### config.mk
export PLATFORM = sky130hd
export DESIGN_NAME = clkdiv_guard_reg
export DESIGN_NICKNAME = d
export VERILOG_FILES = /design/src/rtl/clkdiv_guard_pkg.sv /design/src/rtl/clkdiv_unlock_window.sv /design/src/rtl/clkdiv_code_reg.sv /design/src/rtl/clkdiv_tick_gen.sv /design/src/rtl/clkdiv_guard_reg.sv
export SDC_FILE = /design/constraint.sdc
export NUM_CORES = 1
export LEC_CHECK = 0
export BUFFER_PORTS_ARGS = -buffer_cell sky130_fd_sc_hd__buf_4
export CAP_MARGIN = 20
export CORE_ASPECT_RATIO = 0.75
export CORE_MARGIN = 1.5
export CORE_UTILIZATION = 25
export DETAILED_ROUTE_END_ITERATION = 6
export GPL_ROUTABILITY_DRIVEN = 0
export GPL_TIMING_DRIVEN = 0
export PLACE_DENSITY = 0.43
export SETUP_SLACK_MARGIN = 0.15
export SYNTH_ARGS = -nofsm -noshare
export SYNTH_HDL_FRONTEND = slang
export SYNTH_SLANG_ARGS = --single-unit
### constraint.sdc
create_clock -name clk -period 2.05 [get_ports clk]
set_input_delay 0.1025 -clock clk [delete_from_list [all_inputs] [get_ports clk]]
set_output_delay 0.1025 -clock clk [all_outputs]
set_load 0.005 [all_outputs]
### src/rtl/clkdiv_guard_pkg.sv
package clkdiv_guard_pkg;
  localparam int REG_W      = 8;   // register width
  localparam int CODE_W     = 4;   // divider select field width
  localparam int LOG_MAX    = 8;   // largest valid code (factor 2^LOG_MAX)
  localparam int WINDOW_CYC = 4;   // unlock window length in cycles
  localparam int STRAP_CODE = 3;   // code loaded when the strap is high

  typedef logic [CODE_W-1:0] code_t;

  function automatic logic code_is_valid(input code_t c);
    return (int'(c) <= LOG_MAX);
  endfunction
endpackage

### src/rtl/clkdiv_unlock_window.sv
module clkdiv_unlock_window #(
  parameter int WIN = clkdiv_guard_pkg::WINDOW_CYC
) (
  input  logic clk,
  input  logic rst_n,
  input  logic open_req,    // exact unlock byte written
  input  logic commit,      // guarded code write accepted
  output logic open_q
);
  localparam int TW = (WIN > 1) ? $clog2(WIN) : 1;

  logic [TW-1:0] left_q;

  always_ff @(posedge clk) begin
    if (!rst_n) begin
      open_q <= 1'b0;
      left_q <= '0;
    end else if (!open_q) begin
      if (open_req) begin
        open_q <= 1'b1;
        left_q <= TW'(WIN - 1);
      end
    end else if (commit || left_q == '0) begin
      open_q <= 1'b0;
    end else begin
      left_q <= left_q - 1'b1;
    end
  end
endmodule

### src/rtl/clkdiv_code_reg.sv
module clkdiv_code_reg
  import clkdiv_guard_pkg::*;
#(
  parameter int CW      = CODE_W,
  parameter int LMAX    = LOG_MAX,
  parameter int SLOW_CD = STRAP_CODE,
  localparam int LW     = $clog2(LMAX + 1)
) (
  input  logic          clk,
  input  logic          rst_n,
  input  logic          strap,
  input  logic          load,
  input  logic [CW-1:0] code_in,
  output logic [CW-1:0] code_q,
  output logic [LW-1:0] log_q      // last valid factor exponent
);
  logic [CW-1:0] boot_code;
  logic          in_ok;

  assign boot_code = strap ? CW'(SLOW_CD) : '0;
  assign in_ok     = (int'(code_in) <= LMAX);

  always_ff @(posedge clk) begin
    if (!rst_n) begin
      code_q <= boot_code;
      log_q  <= LW'(boot_code);
    end else if (load) begin
      code_q <= code_in;
      if (in_ok) log_q <= LW'(code_in);
    end
  end
endmodule

### src/rtl/clkdiv_tick_gen.sv
module clkdiv_tick_gen #(
  parameter int LMAX = clkdiv_guard_pkg::LOG_MAX,
  localparam int LW  = $clog2(LMAX + 1)
) (
  input  logic          clk,
  input  logic          rst_n,
  input  logic [LW-1:0] log_in,
  output logic          tick
);
  logic [LMAX-1:0] cnt_q;
  logic [LMAX-1:0] reload;

  // reload value 2^log_in - 1 built bit by bit
  for (genvar g = 0; g < LMAX; g++) begin : g_mask
    assign reload[g] = (int'(log_in) > g);
  end

  assign tick = (cnt_q == '0);

  always_ff @(posedge clk) begin
    if (!rst_n)    cnt_q <= '0;
    else if (tick) cnt_q <= reload;   // new factor only at a pulse boundary
    else           cnt_q <= cnt_q - 1'b1;
  end
endmodule

### src/rtl/clkdiv_guard_reg.sv
module clkdiv_guard_reg
  import clkdiv_guard_pkg::*;
(
  input  logic             clk,
  input  logic             rst_n,
  input  logic             strap_div8,
  input  logic             wr_en,
  input  logic [REG_W-1:0] wr_data,
  output logic [REG_W-1:0] rd_data,
  output logic             clk_en
);
  localparam int LW  = $clog2(LOG_MAX + 1);
  localparam int TOP = REG_W - 1;
  localparam int PAD = REG_W - CODE_W - 1;

  logic        win_open;
  logic        is_unlock;
  logic        is_commit;
  code_t       code_q;
  logic [LW-1:0] log_q;

  assign is_unlock = wr_en && wr_data[TOP] && (wr_data[TOP-1:0] == '0);
  assign is_commit = wr_en && !wr_data[TOP] && win_open;

  clkdiv_unlock_window #(.WIN(WINDOW_CYC)) u_win (
    .clk     (clk),
    .rst_n   (rst_n),
    .open_req(is_unlock),
    .commit  (is_commit),
    .open_q  (win_open)
  );

  clkdiv_code_reg #(.CW(CODE_W), .LMAX(LOG_MAX), .SLOW_CD(STRAP_CODE)) u_code (
    .clk    (clk),
    .rst_n  (rst_n),
    .strap  (strap_div8),
    .load   (is_commit),
    .code_in(wr_data[CODE_W-1:0]),
    .code_q (code_q),
    .log_q  (log_q)
  );

  clkdiv_tick_gen #(.LMAX(LOG_MAX)) u_tick (
    .clk   (clk),
    .rst_n (rst_n),
    .log_in(log_q),
    .tick  (clk_en)
  );

  assign rd_data = {win_open, {PAD{1'b0}}, code_q};
endmodule

Word-level counts from Yosys, hierarchy flattened

Index checks and enable logic that the tools add are counted.

Magnitude comparators: 9
Reduce and logical (&&, ||, !) cells: 12
Add/sub/neg operators: 2
Multiply operators: 0
Equality and inequality tests: 3
Div/mod/pow operators: 0
Bitwise operators: 0
Shift operators: 0
Mux-type cells: 13

Operators with widths:

| cell                  | number |
|---|---|
| $mux W4               | 5 |
| $gt A4 B3 Y1 const B  | 4 |
| $gt A4 B1 Y1 const B  | 2 |
| $gt A4 B2 Y1 const B  | 2 |
| $logic_not A8 Y1      | 1 |
| $mux W2               | 4 |
| $mux W8               | 1 |
| $sub A8 B1 Y8 const B | 1 |
| $logic_not A7 Y1      | 1 |
| $le A4 B4 Y1 const B  | 1 |
| $logic_and A1 B1 Y1   | 4 |
| $ne A2 B1 Y1 const B  | 2 |
| $reduce_and A2 Y1     | 2 |
| $mux W1               | 3 |
| $logic_not A2 Y1      | 1 |
| $ne A2 B2 Y1 const B  | 1 |
| $reduce_bool A2 Y1    | 1 |
| $sub A2 B1 Y2 const B | 1 |
| $logic_not A1 Y1      | 1 |
| $logic_or A1 B1 Y1    | 1 |

Bits in latches: 0
Bits in writable memories: 0
Memory bits (read-only): 0
Register bits after elaboration: 19
Memories: 0

Depth between registers and ports, before layout

Word-level depth: 6
Mapped depth: 6
Mapped depth without buffers: 5

By module

A second synthesis with hierarchy kept.

Cell total of the unflattened synthesis: 99
Area total of the unflattened synthesis: 1019.7 um2

By module, submodules not included:

| module               | cells an instance | area an instance (um2) | times used |
|---|---|---|---|
| clkdiv_tick_gen      | 55                | 509.2                  | 1 |
| clkdiv_code_reg      | 19                | 300.3                  | 1 |
| clkdiv_unlock_window | 15                | 141.4                  | 1 |
| clkdiv_guard_reg     | 10                | 68.8                   | 1 |

Worst setup path before layout

Ideal clock, no wire load.

Kind: register -> register
From: register u_tick.cnt_q[0]
To: register u_tick.cnt_q[6]
Buffers on the path: 1
Setup slack: 292 ps
Library setup time: 86 ps
Data arrival time: 1672 ps
Stages on the path, launching flop included: 7
Cell sequence: dfxtp_1 -> inv_1 -> ha_1 -> or4b_1 -> buf_2 -> or3_1 -> a221oi_2

Cells in the longest elaborated chain, start to end: 2
Elaborated cells between the ends (all ways): 3

Ends and longest elaborated chain:

| item                                                     | line                                         | source |
|---|---|---|
| start: declaration                                       | clkdiv_tick_gen.sv:10                        | `logic [LMAX-1:0] cnt_q;` |
| start signal: assignment                                 | clkdiv_tick_gen.sv:22                        | `else if (tick) cnt_q <= reload;` |
| start signal: assignment                                 | clkdiv_tick_gen.sv:23                        | `else cnt_q <= cnt_q - 1'b1;` |
| $sub A8 B1 Y8 / $logic_not A8 Y1 (equally long branches) | clkdiv_tick_gen.sv:23, clkdiv_tick_gen.sv:18 |  |
| $mux W8 (*)                                              | clkdiv_tick_gen.sv:22                        |  |

Every way passes the cells marked *; elsewhere a longest branch is shown, timed or not.
A chain may end at the register's enable or synchronous reset.

Worst setup path in the final report

From: register u_tick.cnt_q[1]
To: output clk_en

Cells in the longest elaborated chain, start to end: 1

Ends and longest elaborated chain:

| item             | line                   | source |
|---|---|---|
| $logic_not A8 Y1 | clkdiv_tick_gen.sv:18  | `assign tick = (cnt_q == '0);` |
| end: declaration | clkdiv_guard_reg.sv:10 | `output logic clk_en` |

No other way between the ends.

==> run_summary.xml <==
<?xml version="1.0" encoding="UTF-8"?>
<metrics>
  <group name="cells_and_area">
    <metric name="seqCellArea" unit="sq um">463</metric>
    <metric name="layout.filler_cells" unit="">399</metric>
    <metric name="area_delta_synth_final" unit="%">35.9</metric>
    <metric name="commonest_non_fill_non_tap_cells_in_the_layout" unit="">sky130_fd_sc_hd__buf_4 (29), sky130_fd_sc_hd__nand2_1 (9), sky130_fd_sc_hd__dfxtp_1 (9)</metric>
    <metric name="drive_gt1_share" unit="%">37.0</metric>
    <metric name="layout.cells.most_common" unit="">sky130_fd_sc_hd__buf_4</metric>
    <metric name="multi_input_comb_area" unit="sq um">439</metric>
    <metric name="num-nets-final" unit="">142</metric>
    <metric name="antennaDiodeCount" unit="">0</metric>
  </group>
  <group name="timing">
    <metric name="maxSlewViolCount" unit="">0</metric>
    <metric name="worst_slew_pin_slew" unit="ns">0.696</metric>
    <metric name="skew" unit="ns">0.00271</metric>
    <metric name="period_share" unit="%">92.2</metric>
    <metric name="rsz0062_at_grt" unit="">yes</metric>
    <metric name="max_freq" unit="MHz">529</metric>
    <metric name="relSlewSlack" unit="%">53.1</metric>
    <metric name="post_layout_min_period" unit="ns">1.89</metric>
    <metric name="tns" unit="ns">0</metric>
    <metric name="setup_viol" unit="">0</metric>
    <metric name="timing_hold_violations_final" unit="">0</metric>
  </group>
  <group name="setup_path">
    <metric name="timing.rr.start" unit="">u_tick.cnt_q[1]</metric>
    <metric name="crit_type" unit="">flip-flop to primary output</metric>
    <metric name="path_max_fanout" unit="">5</metric>
    <metric name="critical_path_required" unit="ns">1.95</metric>
    <metric name="cp.arrival" unit="ns">1.79</metric>
    <metric name="r2r_setup_slack" unit="ns">0.20</metric>
    <metric name="timing.rr.end" unit="">u_tick.cnt_q[6]</metric>
    <metric name="critPathCaptureType" unit="">primary output</metric>
    <metric name="timing.reg2reg.worst_path_depth" unit="">7</metric>
    <metric name="timing.critical_path.from_type" unit="">flip-flop</metric>
  </group>
  <group name="run">
    <metric name="drv_cap" unit="">0</metric>
  </group>
  <group name="clocking">
    <metric name="cts.root.buffer_cell" unit="">sky130_fd_sc_hd__clkbuf_8</metric>
    <metric name="clkTransAtPathRegs" unit="ns">0.07</metric>
    <metric name="clkLatencyLatePin" unit="ns">0.26</metric>
    <metric name="tritoncts_clock_tree" unit="">yes</metric>
    <metric name="cts_max_path_buffers" unit="">2</metric>
    <metric name="h_tree_depth" unit="">1</metric>
    <metric name="clock_sinks" unit="">19</metric>
    <metric name="cts_hold_repair.buffers" unit="">0</metric>
    <metric name="cts_buffers" unit="">3</metric>
  </group>
  <group name="worst_hold_path">
    <metric name="worst_hold_startpoint" unit="">rst_n</metric>
    <metric name="worst_hold_path.endpoint" unit="">u_tick.cnt_q[3]</metric>
    <metric name="timing.hold.worst.class" unit="">input port to flip-flop</metric>
    <metric name="hold-path-cell-count" unit="">3</metric>
  </group>
  <group name="floorplan">
    <metric name="fp.dieArea" unit="sq um">4150</metric>
    <metric name="core_footprint" unit="sq um">3640</metric>
    <metric name="floorplan.rows" unit="">19</metric>
    <metric name="die-width" unit="microns">73.9</metric>
    <metric name="die_height" unit="microns">56.2</metric>
    <metric name="ioPinCount" unit="">21</metric>
    <metric name="initial_cell_density_of_the_core" unit="%">25.9</metric>
  </group>
  <group name="power">
    <metric name="cellPowerDensity" unit="nW/um^2">1130</metric>
    <metric name="worst_ir_drop_vdd" unit="uV">389</metric>
    <metric name="static-leakage-power" unit="nW">0.509</metric>
    <metric name="post-layout-total-power" unit="mW">1.45</metric>
  </group>
  <group name="synthesis">
    <metric name="synth.cell_area" unit="sq um">942</metric>
    <metric name="synth_seq_area_share" unit="%">48.9</metric>
    <metric name="post_synth_num_cell_types" unit="">35</metric>
    <metric name="synth_top_flop_cell" unit="">sky130_fd_sc_hd__dfxtp_1</metric>
    <metric name="asyncSetResetFlopFracSynth" unit="%">0</metric>
    <metric name="number_of_synthesized_register_bits" unit="">19</metric>
    <metric name="netlist_instances" unit="">96</metric>
    <metric name="postSynthAreaPerCell" unit="sq um">9.81</metric>
    <metric name="ys_warn_count" unit="">0</metric>
    <metric name="number_of_enable_type_register_cells_in_the_synthesized_netlist" unit="">8</metric>
  </group>
  <group name="route">
    <metric name="total_via_count_in_the_routed_design" unit="">816</metric>
    <metric name="detail_route.vias_per_cell" unit="">4.56</metric>
    <metric name="wl_per_cell" unit="microns">11.8</metric>
    <metric name="drt_wl_total" unit="mm">2.12</metric>
    <metric name="firstDrtPassIters" unit="">4</metric>
    <metric name="drc" unit="">0</metric>
    <metric name="remaining_number_of_nets_flagged_by_the_antenna_check_after_routing" unit="">0</metric>
    <metric name="drt_iter0_drc" unit="">30</metric>
  </group>
  <group name="run_status">
    <metric name="outcome" unit="">complete, no violations</metric>
  </group>
  <group name="placement">
    <metric name="hpwl" unit="mm">1.46</metric>
    <metric name="portBuffers" unit="">17</metric>
  </group>
  <group name="global_routing">
    <metric name="largest_net_degree_at_the_start_of_global_routing" unit="">12</metric>
    <metric name="track_usage" unit="%">10.7</metric>
    <metric name="antenna_violations_before_repair" unit="">0</metric>
    <metric name="grt_pass1_vias" unit="">774</metric>
    <metric name="global_route_wire_length_before_repair" unit="mm">3.37</metric>
    <metric name="globalRouteOverflowTotal" unit="">0</metric>
  </group>
</metrics>
stage by stage:
stage                     setup WS [ns]  area, sq um  hold WS, ns  instances  utilization (%)
after global placement           0.0465         1140        0.404        167             31.4
after CTS                         0.156         1250        0.129        176             34.4
after detailed placement         0.0780         1140        0.405        167             31.4
after floorplan                   0.292          950        0.225         98                -
final                             0.159         1280        0.132        179             35.2
after global routing              0.120         1280        0.148        179             35.2
worst max-delay path by stage:
stage	end	slack, ns	depth (start not counted)	startpoint
global placement	u_tick.cnt_q[5]	0.05	6	u_tick.cnt_q[0]
detailed placement	u_tick.cnt_q[5]	0.08	6	u_tick.cnt_q[0]
CTS	clk_en	0.16	7	u_tick.cnt_q[1]
global route	clk_en	0.12	7	u_tick.cnt_q[1]
floorplan	u_tick.cnt_q[6]	0.29	6	u_tick.cnt_q[0]
finish	clk_en	0.16	7	u_tick.cnt_q[1]
report_power, final:
group | switching [mW] | total [mW] | internal (mW)
Combinational | 0.283 | 0.645 | 0.361
Sequential | 0.0640 | 0.536 | 0.472
Clock | 0.131 | 0.266 | 0.135
logic make-up after synthesis:
| group | share of synthesized area (%) |
|---|---|
| and+or+nand+nor | 20.3 |
| AOI/OAI and AO/OA | 18.2 |
| DFF | 48.9 |
| buffers and inverters | 7.70 |
| xor gates and xnor gates | 1.86 |
| adders and majority gates | 2.66 |
| other | 0.398 |
registers in the layout, indices dropped and copies added (netlist names):
register       cells
u_win.open_q       1
u_win.left_q       2
u_code.log_q       4
u_tick.cnt_q       8
u_code.code_q      4
worst max-delay path, cell delays in order (launching register included):
cell                      delay, ns
sky130_fd_sc_hd__dfxtp_2       0.33
sky130_fd_sc_hd__inv_2         0.06
sky130_fd_sc_hd__ha_4          0.13
sky130_fd_sc_hd__or4b_4        0.45
sky130_fd_sc_hd__buf_6         0.14
sky130_fd_sc_hd__or2_4         0.27
sky130_fd_sc_hd__inv_2         0.05
sky130_fd_sc_hd__buf_4         0.09
cell type report:
type / instances / area share, %
well taps: 52 / 5.08
multi-input cells: 64 / 34.3
inverters: 8 / 2.35
plain buffers: 7 / 3.81
flip-flops and latches: 19 / 36.2
clock inverters: 1 / 0.391
repair buffers: 25 / 14.7
clock buffers: 3 / 3.23
cells in the mapped netlist (2+ instances only):
cell                        count  share of area, %
sky130_fd_sc_hd__o21a_1         2               1.6
sky130_fd_sc_hd__buf_4          4               3.2
sky130_fd_sc_hd__a2111oi_0      2               1.9
sky130_fd_sc_hd__a311oi_1       2               1.9
sky130_fd_sc_hd__xnor2_1        2               1.9
sky130_fd_sc_hd__nor3_1         6               3.2
sky130_fd_sc_hd__nor4_1         2               1.3
sky130_fd_sc_hd__ha_1           2               2.7
sky130_fd_sc_hd__a211oi_1       3               2.4
sky130_fd_sc_hd__o21ai_0        3               1.6
sky130_fd_sc_hd__a211o_1        2               1.9
sky130_fd_sc_hd__dfxtp_1       11                23
sky130_fd_sc_hd__inv_1          8               3.2
sky130_fd_sc_hd__o41ai_1        2               1.9
sky130_fd_sc_hd__edfxtp_1       8                25
sky130_fd_sc_hd__a21oi_1        4               2.1
sky130_fd_sc_hd__clkbuf_1       2              0.80
sky130_fd_sc_hd__nor2b_1        2               1.3
sky130_fd_sc_hd__or3_1          5               3.3
sky130_fd_sc_hd__nand2_1        9               3.6
per-layer routing:
metal | track usage, % | vias up | part of all wire (%)
met2 | 16.9 | 22 | 45
met5 | 0 | - | 0
met3 | 4.53 | 2 | 5.9
li1 | - | 408 | -
met1 | 13.6 | 384 | 49
met4 | 1.85 | 0 | 0.47
what timing repair did:
item / 4_1_cts / 5_1_grt
pin swaps: 2 / 2
gates resized for setup: 9 / 3
setup endpoints to repair: 3 / 3
setup buffers: 5 / 3
Power figures use the tool's default switching activity.
